===== src/rtl/rxq_pkg.sv =====
package rxq_pkg;

    typedef enum logic {
        RXQ_MODE_BLOCK     = 1'b0,
        RXQ_MODE_OVERWRITE = 1'b1
    } rxq_mode_e;

    typedef enum logic [1:0] {
        RXQ_EV_IDLE      = 2'd0,
        RXQ_EV_STORE     = 2'd1,
        RXQ_EV_DROP      = 2'd2,
        RXQ_EV_OVERWRITE = 2'd3
    } rxq_event_e;

endpackage


===== src/rtl/rxq_depth_sel.sv =====
module rxq_depth_sel #(
    parameter int MAX_DEPTH = 64,
    parameter int CNT_W     = 7,
    parameter int IDX_W     = 6
) (
    input  logic [CNT_W-1:0] cfg_depth,
    output logic [CNT_W-1:0] depth,
    output logic [IDX_W-1:0] last_idx
);
    localparam logic [CNT_W-1:0] DEPTH_CAP = CNT_W'(MAX_DEPTH);

    logic [CNT_W-1:0] depth_minus_one;

    always_comb begin
        if (cfg_depth == '0) begin
            depth = CNT_W'(1);
        end else if (cfg_depth > DEPTH_CAP) begin
            depth = DEPTH_CAP;
        end else begin
            depth = cfg_depth;
        end
        depth_minus_one = depth - CNT_W'(1);
        last_idx        = IDX_W'(depth_minus_one);
    end
endmodule


===== src/rtl/rxq_ptr_step.sv =====
module rxq_ptr_step #(
    parameter int IDX_W = 6
) (
    input  logic [IDX_W-1:0] idx,
    input  logic             wrap,
    input  logic             adv,
    input  logic [IDX_W-1:0] last_idx,
    output logic [IDX_W-1:0] idx_next,
    output logic             wrap_next
);
    always_comb begin
        idx_next  = idx;
        wrap_next = wrap;
        if (adv) begin
            if (idx == last_idx) begin
                idx_next  = '0;
                wrap_next = ~wrap;
            end else begin
                idx_next = idx + IDX_W'(1);
            end
        end
    end
endmodule


===== src/rtl/rxq_level.sv =====
module rxq_level #(
    parameter int IDX_W = 6,
    parameter int CNT_W = 7
) (
    input  logic [IDX_W-1:0] put_idx,
    input  logic             put_wrap,
    input  logic [IDX_W-1:0] get_idx,
    input  logic             get_wrap,
    input  logic [CNT_W-1:0] depth,
    output logic [CNT_W-1:0] fill,
    output logic             is_full,
    output logic             is_empty
);
    logic [CNT_W-1:0] put_ext;
    logic [CNT_W-1:0] get_ext;
    logic             same_lap;
    logic             same_slot;

    always_comb begin
        put_ext   = CNT_W'(put_idx);
        get_ext   = CNT_W'(get_idx);
        same_lap  = (put_wrap == get_wrap);
        same_slot = (put_idx == get_idx);
        if (same_lap) begin
            fill = put_ext - get_ext;
        end else begin
            fill = depth - get_ext + put_ext;
        end
        is_full  = same_slot && !same_lap;
        is_empty = same_slot && same_lap;
    end
endmodule


===== src/rtl/rxq_addr_gen.sv =====
module rxq_addr_gen #(
    parameter int ADDR_W     = 16,
    parameter int IDX_W      = 6,
    parameter int ELEM_WORDS = 18
) (
    input  logic [ADDR_W-1:0] base,
    input  logic [IDX_W-1:0]  idx,
    output logic [ADDR_W-1:0] addr
);
    localparam logic [ADDR_W-1:0] STRIDE = ADDR_W'(ELEM_WORDS);

    logic [ADDR_W-1:0] offset;

    always_comb begin
        offset = ADDR_W'(idx) * STRIDE;
        addr   = base + offset;
    end
endmodule


===== src/rtl/rxq_index_mgr.sv =====
module rxq_index_mgr
    import rxq_pkg::*;
#(
    parameter int MAX_DEPTH  = 64,
    parameter int ADDR_W     = 16,
    parameter int ELEM_WORDS = 18,
    parameter int IDX_W      = (MAX_DEPTH > 1) ? $clog2(MAX_DEPTH) : 1,
    parameter int CNT_W      = $clog2(MAX_DEPTH + 1)
) (
    input  logic              clk,
    input  logic              rst,
    input  logic [CNT_W-1:0]  cfg_depth,
    input  logic              cfg_overwrite,
    input  logic [ADDR_W-1:0] cfg_base,
    input  logic              frame_store,
    input  logic              elem_ack,
    input  logic              lost_clr,
    output logic              wr_en,
    output logic [ADDR_W-1:0] wr_addr,
    output logic [ADDR_W-1:0] rd_addr,
    output logic [IDX_W-1:0]  put_idx,
    output logic [IDX_W-1:0]  get_idx,
    output logic [CNT_W-1:0]  fill_level,
    output logic              full,
    output logic              empty,
    output logic              lost_flag
);
    localparam int NUM_PORTS = 2;

    typedef struct packed {
        logic [IDX_W-1:0] put_idx;
        logic             put_wrap;
        logic [IDX_W-1:0] get_idx;
        logic             get_wrap;
        logic             lost;
    } rxq_state_t;

    rxq_state_t state_d;
    rxq_state_t state_q;

    logic [CNT_W-1:0] depth_eff;
    logic [IDX_W-1:0] last_idx;
    logic [CNT_W-1:0] fill_cur;
    logic             full_cur;
    logic             empty_cur;

    rxq_mode_e  mode;
    rxq_event_e evt;
    logic       ack_taken;
    logic       has_room;
    logic       adv_put;
    logic       adv_get;

    logic [IDX_W-1:0] put_idx_nx;
    logic             put_wrap_nx;
    logic [IDX_W-1:0] get_idx_nx;
    logic             get_wrap_nx;

    logic [IDX_W-1:0]  port_idx  [NUM_PORTS];
    logic [ADDR_W-1:0] port_addr [NUM_PORTS];

    rxq_depth_sel #(
        .MAX_DEPTH (MAX_DEPTH),
        .CNT_W     (CNT_W),
        .IDX_W     (IDX_W)
    ) u_depth_sel (
        .cfg_depth (cfg_depth),
        .depth     (depth_eff),
        .last_idx  (last_idx)
    );

    rxq_level #(
        .IDX_W (IDX_W),
        .CNT_W (CNT_W)
    ) u_level (
        .put_idx  (state_q.put_idx),
        .put_wrap (state_q.put_wrap),
        .get_idx  (state_q.get_idx),
        .get_wrap (state_q.get_wrap),
        .depth    (depth_eff),
        .fill     (fill_cur),
        .is_full  (full_cur),
        .is_empty (empty_cur)
    );

    // Event decode: an acknowledge in the same cycle frees a slot first.
    always_comb begin
        mode      = rxq_mode_e'(cfg_overwrite);
        ack_taken = elem_ack && !empty_cur;
        has_room  = !full_cur || ack_taken;
        if (!frame_store) begin
            evt = RXQ_EV_IDLE;
        end else if (has_room) begin
            evt = RXQ_EV_STORE;
        end else if (mode == RXQ_MODE_OVERWRITE) begin
            evt = RXQ_EV_OVERWRITE;
        end else begin
            evt = RXQ_EV_DROP;
        end
        adv_put = (evt == RXQ_EV_STORE) || (evt == RXQ_EV_OVERWRITE);
        adv_get = ack_taken || (evt == RXQ_EV_OVERWRITE);
    end

    rxq_ptr_step #(
        .IDX_W (IDX_W)
    ) u_put_step (
        .idx       (state_q.put_idx),
        .wrap      (state_q.put_wrap),
        .adv       (adv_put),
        .last_idx  (last_idx),
        .idx_next  (put_idx_nx),
        .wrap_next (put_wrap_nx)
    );

    rxq_ptr_step #(
        .IDX_W (IDX_W)
    ) u_get_step (
        .idx       (state_q.get_idx),
        .wrap      (state_q.get_wrap),
        .adv       (adv_get),
        .last_idx  (last_idx),
        .idx_next  (get_idx_nx),
        .wrap_next (get_wrap_nx)
    );

    always_comb begin
        state_d          = state_q;
        state_d.put_idx  = put_idx_nx;
        state_d.put_wrap = put_wrap_nx;
        state_d.get_idx  = get_idx_nx;
        state_d.get_wrap = get_wrap_nx;
        if (evt == RXQ_EV_DROP) begin
            state_d.lost = 1'b1;
        end else if (lost_clr) begin
            state_d.lost = 1'b0;
        end
    end

    always_ff @(posedge clk) begin
        if (rst) begin
            state_q <= '0;
        end else begin
            state_q <= state_d;
        end
    end

    assign port_idx[0] = state_q.put_idx;
    assign port_idx[1] = state_q.get_idx;

    for (genvar p = 0; p < NUM_PORTS; p++) begin : g_addr
        rxq_addr_gen #(
            .ADDR_W     (ADDR_W),
            .IDX_W      (IDX_W),
            .ELEM_WORDS (ELEM_WORDS)
        ) u_addr_gen (
            .base (cfg_base),
            .idx  (port_idx[p]),
            .addr (port_addr[p])
        );
    end

    assign wr_en      = adv_put;
    assign wr_addr    = port_addr[0];
    assign rd_addr    = port_addr[1];
    assign put_idx    = state_q.put_idx;
    assign get_idx    = state_q.get_idx;
    assign fill_level = fill_cur;
    assign full       = full_cur;
    assign empty      = empty_cur;
    assign lost_flag  = state_q.lost;
endmodule


===== config.mk =====
export PLATFORM = sky130hd
export DESIGN_NAME = rxq_index_mgr
export DESIGN_NICKNAME = d
export VERILOG_FILES = /design/src/rtl/rxq_pkg.sv /design/src/rtl/rxq_depth_sel.sv /design/src/rtl/rxq_ptr_step.sv /design/src/rtl/rxq_level.sv /design/src/rtl/rxq_addr_gen.sv /design/src/rtl/rxq_index_mgr.sv
export SDC_FILE = /design/constraint.sdc
export NUM_CORES = 1
export LEC_CHECK = 0
export BUFFER_PORTS_ARGS = -buffer_cell sky130_fd_sc_hd__buf_2
export CAP_MARGIN = 10
export CORE_MARGIN = 1
export CORE_UTILIZATION = 50
export CTS_CLUSTER_DIAMETER = 60
export DETAILED_ROUTE_END_ITERATION = 8
export PLACE_DENSITY = 0.79
export SYNTH_ARGS = -nofsm -noshare
export SYNTH_HDL_FRONTEND = slang
export SYNTH_SLANG_ARGS = --single-unit

===== constraint.sdc =====
create_clock -name clk -period 3.8 [get_ports clk]
set_input_delay 0.76 -clock clk [delete_from_list [all_inputs] [get_ports clk]]
set_output_delay 0.76 -clock clk [all_outputs]
set_load 0.02 [all_outputs]

==> flow_summary.rst <==
.. list-table::
   :header-rows: 1

   * - Metric
     - Value
   * - Sort of element at the end of the critical path
     - output port
   * - Overall routing resource usage
     - 28.6%
   * - Fmax
     - approximately 250 MHz
   * - Violated checks
     - setup timing
   * - WL/cell
     - 17.1 um
   * - Sort of element at the start of the critical path
     - input port
   * - Initial cell density of the core
     - between 50% and 60%
   * - Leading cell type in the layout, fill and taps excluded
     - sky130_fd_sc_hd__buf_2
   * - Launch point of the critical path
     - cfg_depth[2]
   * - Post-synthesis share of cell area spent on and, or, nand and nor gates
     - roughly 23%
   * - TritonCTS sink count
     - 15
   * - Clock transition time at the flip-flop clock pins of the worst setup and hold paths
     - roughly 0.07 ns
   * - Total internal power
     - about 0.68 mW
   * - Maximum fanout along the worst path
     - 2
   * - Count of unique library cells instantiated by Yosys
     - between 60 and 70
   * - Number of enable-type register cells in the synthesized netlist
     - 0
   * - Fraction of the mapped netlist area in adder cells
     - 25.7%
   * - Count of input and output buffers
     - 80
   * - H-tree levels
     - 1
   * - Number of cells on the worst reg-to-reg path
     - 9
   * - Cell count of the worst hold path
     - 2
   * - Die Ht
     - 81.9 um
   * - Die width
     - 81.9 um
   * - Sum of overflow across all layers after global routing
     - 0
   * - Maximum number of pins on one net before global-route repair
     - 13
   * - Wire length of the first global-routing pass
     - approximately 15000 um
   * - Clock skew
     - 0.00172 ns
   * - Ranking of synthesized cells by area
     - sky130_fd_sc_hd__ha_1 19%, sky130_fd_sc_hd__xnor2_1 13%, sky130_fd_sc_hd__dfxtp_1 9.4%, sky130_fd_sc_hd__fa_1 6.9%, sky130_fd_sc_hd__a21oi_1 5.3%
   * - Clock share of power
     - between 10% and 20%
   * - Unrepaired setup endpoints after global routing
     - true
   * - Worst Hold Launch
     - state_q[1]
   * - Initial antenna violation count
     - 0
   * - Switching power of the nets
     - about 0.64 mW
   * - Synthesized cell area
     - approximately 3200 um2
   * - Combinational family with the most area after synthesis
     - adder cells
   * - Number of DRC violations after detailed-routing iteration 0
     - approximately 200
   * - Compound-cell area share of the yosys netlist
     - 20.5%
   * - Core area
     - 6030 um2
   * - Crit path setup slack, layout
     - -0.194 ns
   * - Net count after synthesis
     - approximately 510
   * - Final weighted congestion in routability-driven placement
     - about 0.86
   * - Multiplexer area fraction after synthesis
     - under 10%
   * - Final worst-path cycle share
     - 105%
   * - Fraction of registers with async set/reset
     - 0%
   * - Worst hold slack
     - approximately 0.58 ns
   * - Max-Slew Margin vs Limit
     - a little under two fifths
   * - Ratio of cells with drive above 1 in the final layout
     - 37.7%
   * - Nets
     - between 600 and 700
   * - Detailed-route wire length
     - 10500 um
   * - Iteration count of the initial detailed-routing pass
     - 4
   * - Cell type contributing the most total cell area after synthesis
     - sky130_fd_sc_hd__ha_1
   * - Gate count of the mapped netlist
     - 420
   * - Min Clock Period, post-route
     - between 3 and 4 ns
   * - I/O pin total
     - between 80 and 90
   * - Total negative slack
     - -0.572 ns
   * - P&R area growth vs syn
     - 40.1%
   * - Buffers from clock root to sink, at most
     - 2
   * - RR Startpoint
     - get_idx[5]
   * - Final count of hold timing violations
     - 0
   * - Per-instance average area after synthesis
     - between 7 and 8 um2
   * - Leakage power
     - 2.10 nW
   * - Critical path arrival
     - 3.23 ns
   * - Sequential fraction of the synthesis area
     - under 10%
   * - Outcome
     - finished with violations
   * - Clock root buffer
     - sky130_fd_sc_hd__clkbuf_8
   * - Final Total Pwr
     - 1.31 mW
   * - Prevailing post-synth register cell
     - sky130_fd_sc_hd__dfxtp_1
   * - Leading cell types in the layout, fill and taps excluded
     - 65 x sky130_fd_sc_hd__buf_2, 52 x sky130_fd_sc_hd__buf_4, 45 x sky130_fd_sc_hd__xnor2_1
   * - Number of antenna repair diodes
     - 0
   * - Number of rows in the core area
     - 28
   * - Number of warnings printed during yosys synthesis
     - 0
   * - Required time of the worst setup path
     - between 3 and 4 ns
   * - Synth top area share
     - between 10% and 20%
   * - #FFs+latches synth
     - 15
   * - DRC
     - 0
   * - Switching portion of total power
     - 48.5%
   * - Sequential share of power
     - 13.3%
   * - Vias after detailed routing
     - 3635
   * - TritonCTS clock tree
     - built
   * - Antenna-violating nets left
     - 0
   * - Critical path type
     - input port to output port
   * - Number of max-slew violations in the final report
     - 0
   * - Power density over the cells
     - between 200 and 300 nW/um2
   * - Cts bufs inserted
     - 3
   * - Path class of the lowest-slack min-delay path
     - register to register
   * - Vias in the first global route
     - between 3000 and 4000
   * - Clock latency on the worst-skew pair
     - roughly 0.26 ns
   * - Parity-gate share of the synthesized area counting xor and xnor cells
     - approximately 15%
   * - Hpwl dp
     - 7260 um
   * - Area of the die
     - 6710 um2
   * - Maximum vdd drop
     - ~0.26 mV
   * - Number of max-cap violations
     - 0
   * - Mean number of vias per cell
     - just under 6
   * - Combinational fraction of design power
     - roughly three quarters
   * - Worst Max-Slew Pin Slew
     - ~0.94 ns
   * - Setup violations, final
     - 5
## per-layer routing
| layer | GRT usage (%) | vias up | part of all wire (%) |
|---|---|---|---|
| met1 | 37.0 | 1711 | 41 |
| met2 | 48.8 | 155 | 49 |
| met3 | 2.67 | 43 | 7.2 |
| li1 | - | 1726 | - |
| met5 | 0 | - | 0 |
| met4 | 10.5 | 0 | 3.6 |
## area by class of cell
type | count | area, um2
tap | 75 | 93.8
sequential | 15 | 308
fill | 412 | 1550
clock inverter | 1 | 7.51
clock buffer | 3 | 41.3
timing repair buffer | 125 | 806
multi-input combinational | 356 | 3070
inverter | 39 | 146
## cell families (layout without fill, tap and decap cells)
kind of cell / count (synthesis) / in the layout
compound gates: 98 / 98
xor+xnor: 53 / 53
fa+ha+maj: 59 / 59
buf+inv: 49 / 168
flops: 15 / 15
mux: 4 / 4
simple gates: 142 / 142
## metrics by stage
stage / utilization, % / cells / instance area, um2 / setup WS (ns)
CTS: 69.7 / 607 / 4200 / -0.177
finish: 74.3 / 614 / 4480 / -0.194
floorplan: - / 420 / 3260 / 0.0244
detailed placement: 65.4 / 596 / 3940 / -0.200
global placement: 65.4 / 596 / 3940 / -0.139
global route: 74.3 / 614 / 4480 / -0.308
## cell usage after synthesis (2+ instances only)
cell type	n
sky130_fd_sc_hd__a2111oi_0	2
sky130_fd_sc_hd__o21ai_0	16
sky130_fd_sc_hd__nand4_1	8
sky130_fd_sc_hd__inv_1	38
sky130_fd_sc_hd__nor3_1	13
sky130_fd_sc_hd__o21a_1	3
sky130_fd_sc_hd__nand2_1	29
sky130_fd_sc_hd__xnor2_1	47
sky130_fd_sc_hd__nand3_1	7
sky130_fd_sc_hd__a211o_1	4
sky130_fd_sc_hd__ha_1	48
sky130_fd_sc_hd__o21bai_1	4
sky130_fd_sc_hd__and3_1	4
sky130_fd_sc_hd__nor2b_1	11
sky130_fd_sc_hd__nand2b_1	6
sky130_fd_sc_hd__mux2i_1	3
sky130_fd_sc_hd__xor2_1	6
sky130_fd_sc_hd__or2_2	4
sky130_fd_sc_hd__buf_4	2
sky130_fd_sc_hd__a211oi_1	2
sky130_fd_sc_hd__nor2_1	41
sky130_fd_sc_hd__o31ai_1	2
sky130_fd_sc_hd__a21boi_0	2
sky130_fd_sc_hd__a21o_1	10
sky130_fd_sc_hd__clkbuf_1	7
sky130_fd_sc_hd__nor3b_1	6
sky130_fd_sc_hd__a21oi_1	34
sky130_fd_sc_hd__dfxtp_1	15
sky130_fd_sc_hd__fa_1	11
sky130_fd_sc_hd__o2111ai_1	2
sky130_fd_sc_hd__or3_1	3
## flip-flops by register name (all words and copies together) (netlist names)
name	cells
state_q	2
lost_flag	1
put_idx	6
get_idx	6
## critical path, stage by stage
cell and delay (ns):
sky130_fd_sc_hd__buf_6 0.10, sky130_fd_sc_hd__nor3_4 0.20, sky130_fd_sc_hd__a21oi_2 0.09, sky130_fd_sc_hd__or2_4 0.26, sky130_fd_sc_hd__ha_4 0.28, sky130_fd_sc_hd__inv_2 0.04, sky130_fd_sc_hd__ha_4 0.15, sky130_fd_sc_hd__fa_2 0.40
sky130_fd_sc_hd__a21o_1 0.20, sky130_fd_sc_hd__a21oi_2 0.14, sky130_fd_sc_hd__o21bai_1 0.09, sky130_fd_sc_hd__a21oi_2 0.14, sky130_fd_sc_hd__xnor2_1 0.15, sky130_fd_sc_hd__o21ai_2 0.07, sky130_fd_sc_hd__buf_6 0.16
## path summary, 6_finish.rpt
kind	end	slack, ns
max	fill_level[6]	-0.19
max reg2reg	get_idx[3]	1.06
min	state_q[1]	0.58
min reg2reg	state_q[1]	0.58
## power groups by stage
stage	clock [mW]	sequential, mW	combinational [mW]
after floorplan	0	0.206	0.575
after global placement	0	0.176	0.849
after detailed placement	0	0.177	0.870
after CTS	0.143	0.174	0.919
after global routing	0.154	0.176	1.08
final	0.144	0.175	0.996
## repair_timing
item	in CTS	in global routing
cloned	0	0
setup buffers	7	8
resized for setup	45	49
hold buffers	0	0
setup endpoints to repair	14	16
pin swaps	23	49
Note: power is estimated with default switching activity, not from simulation.
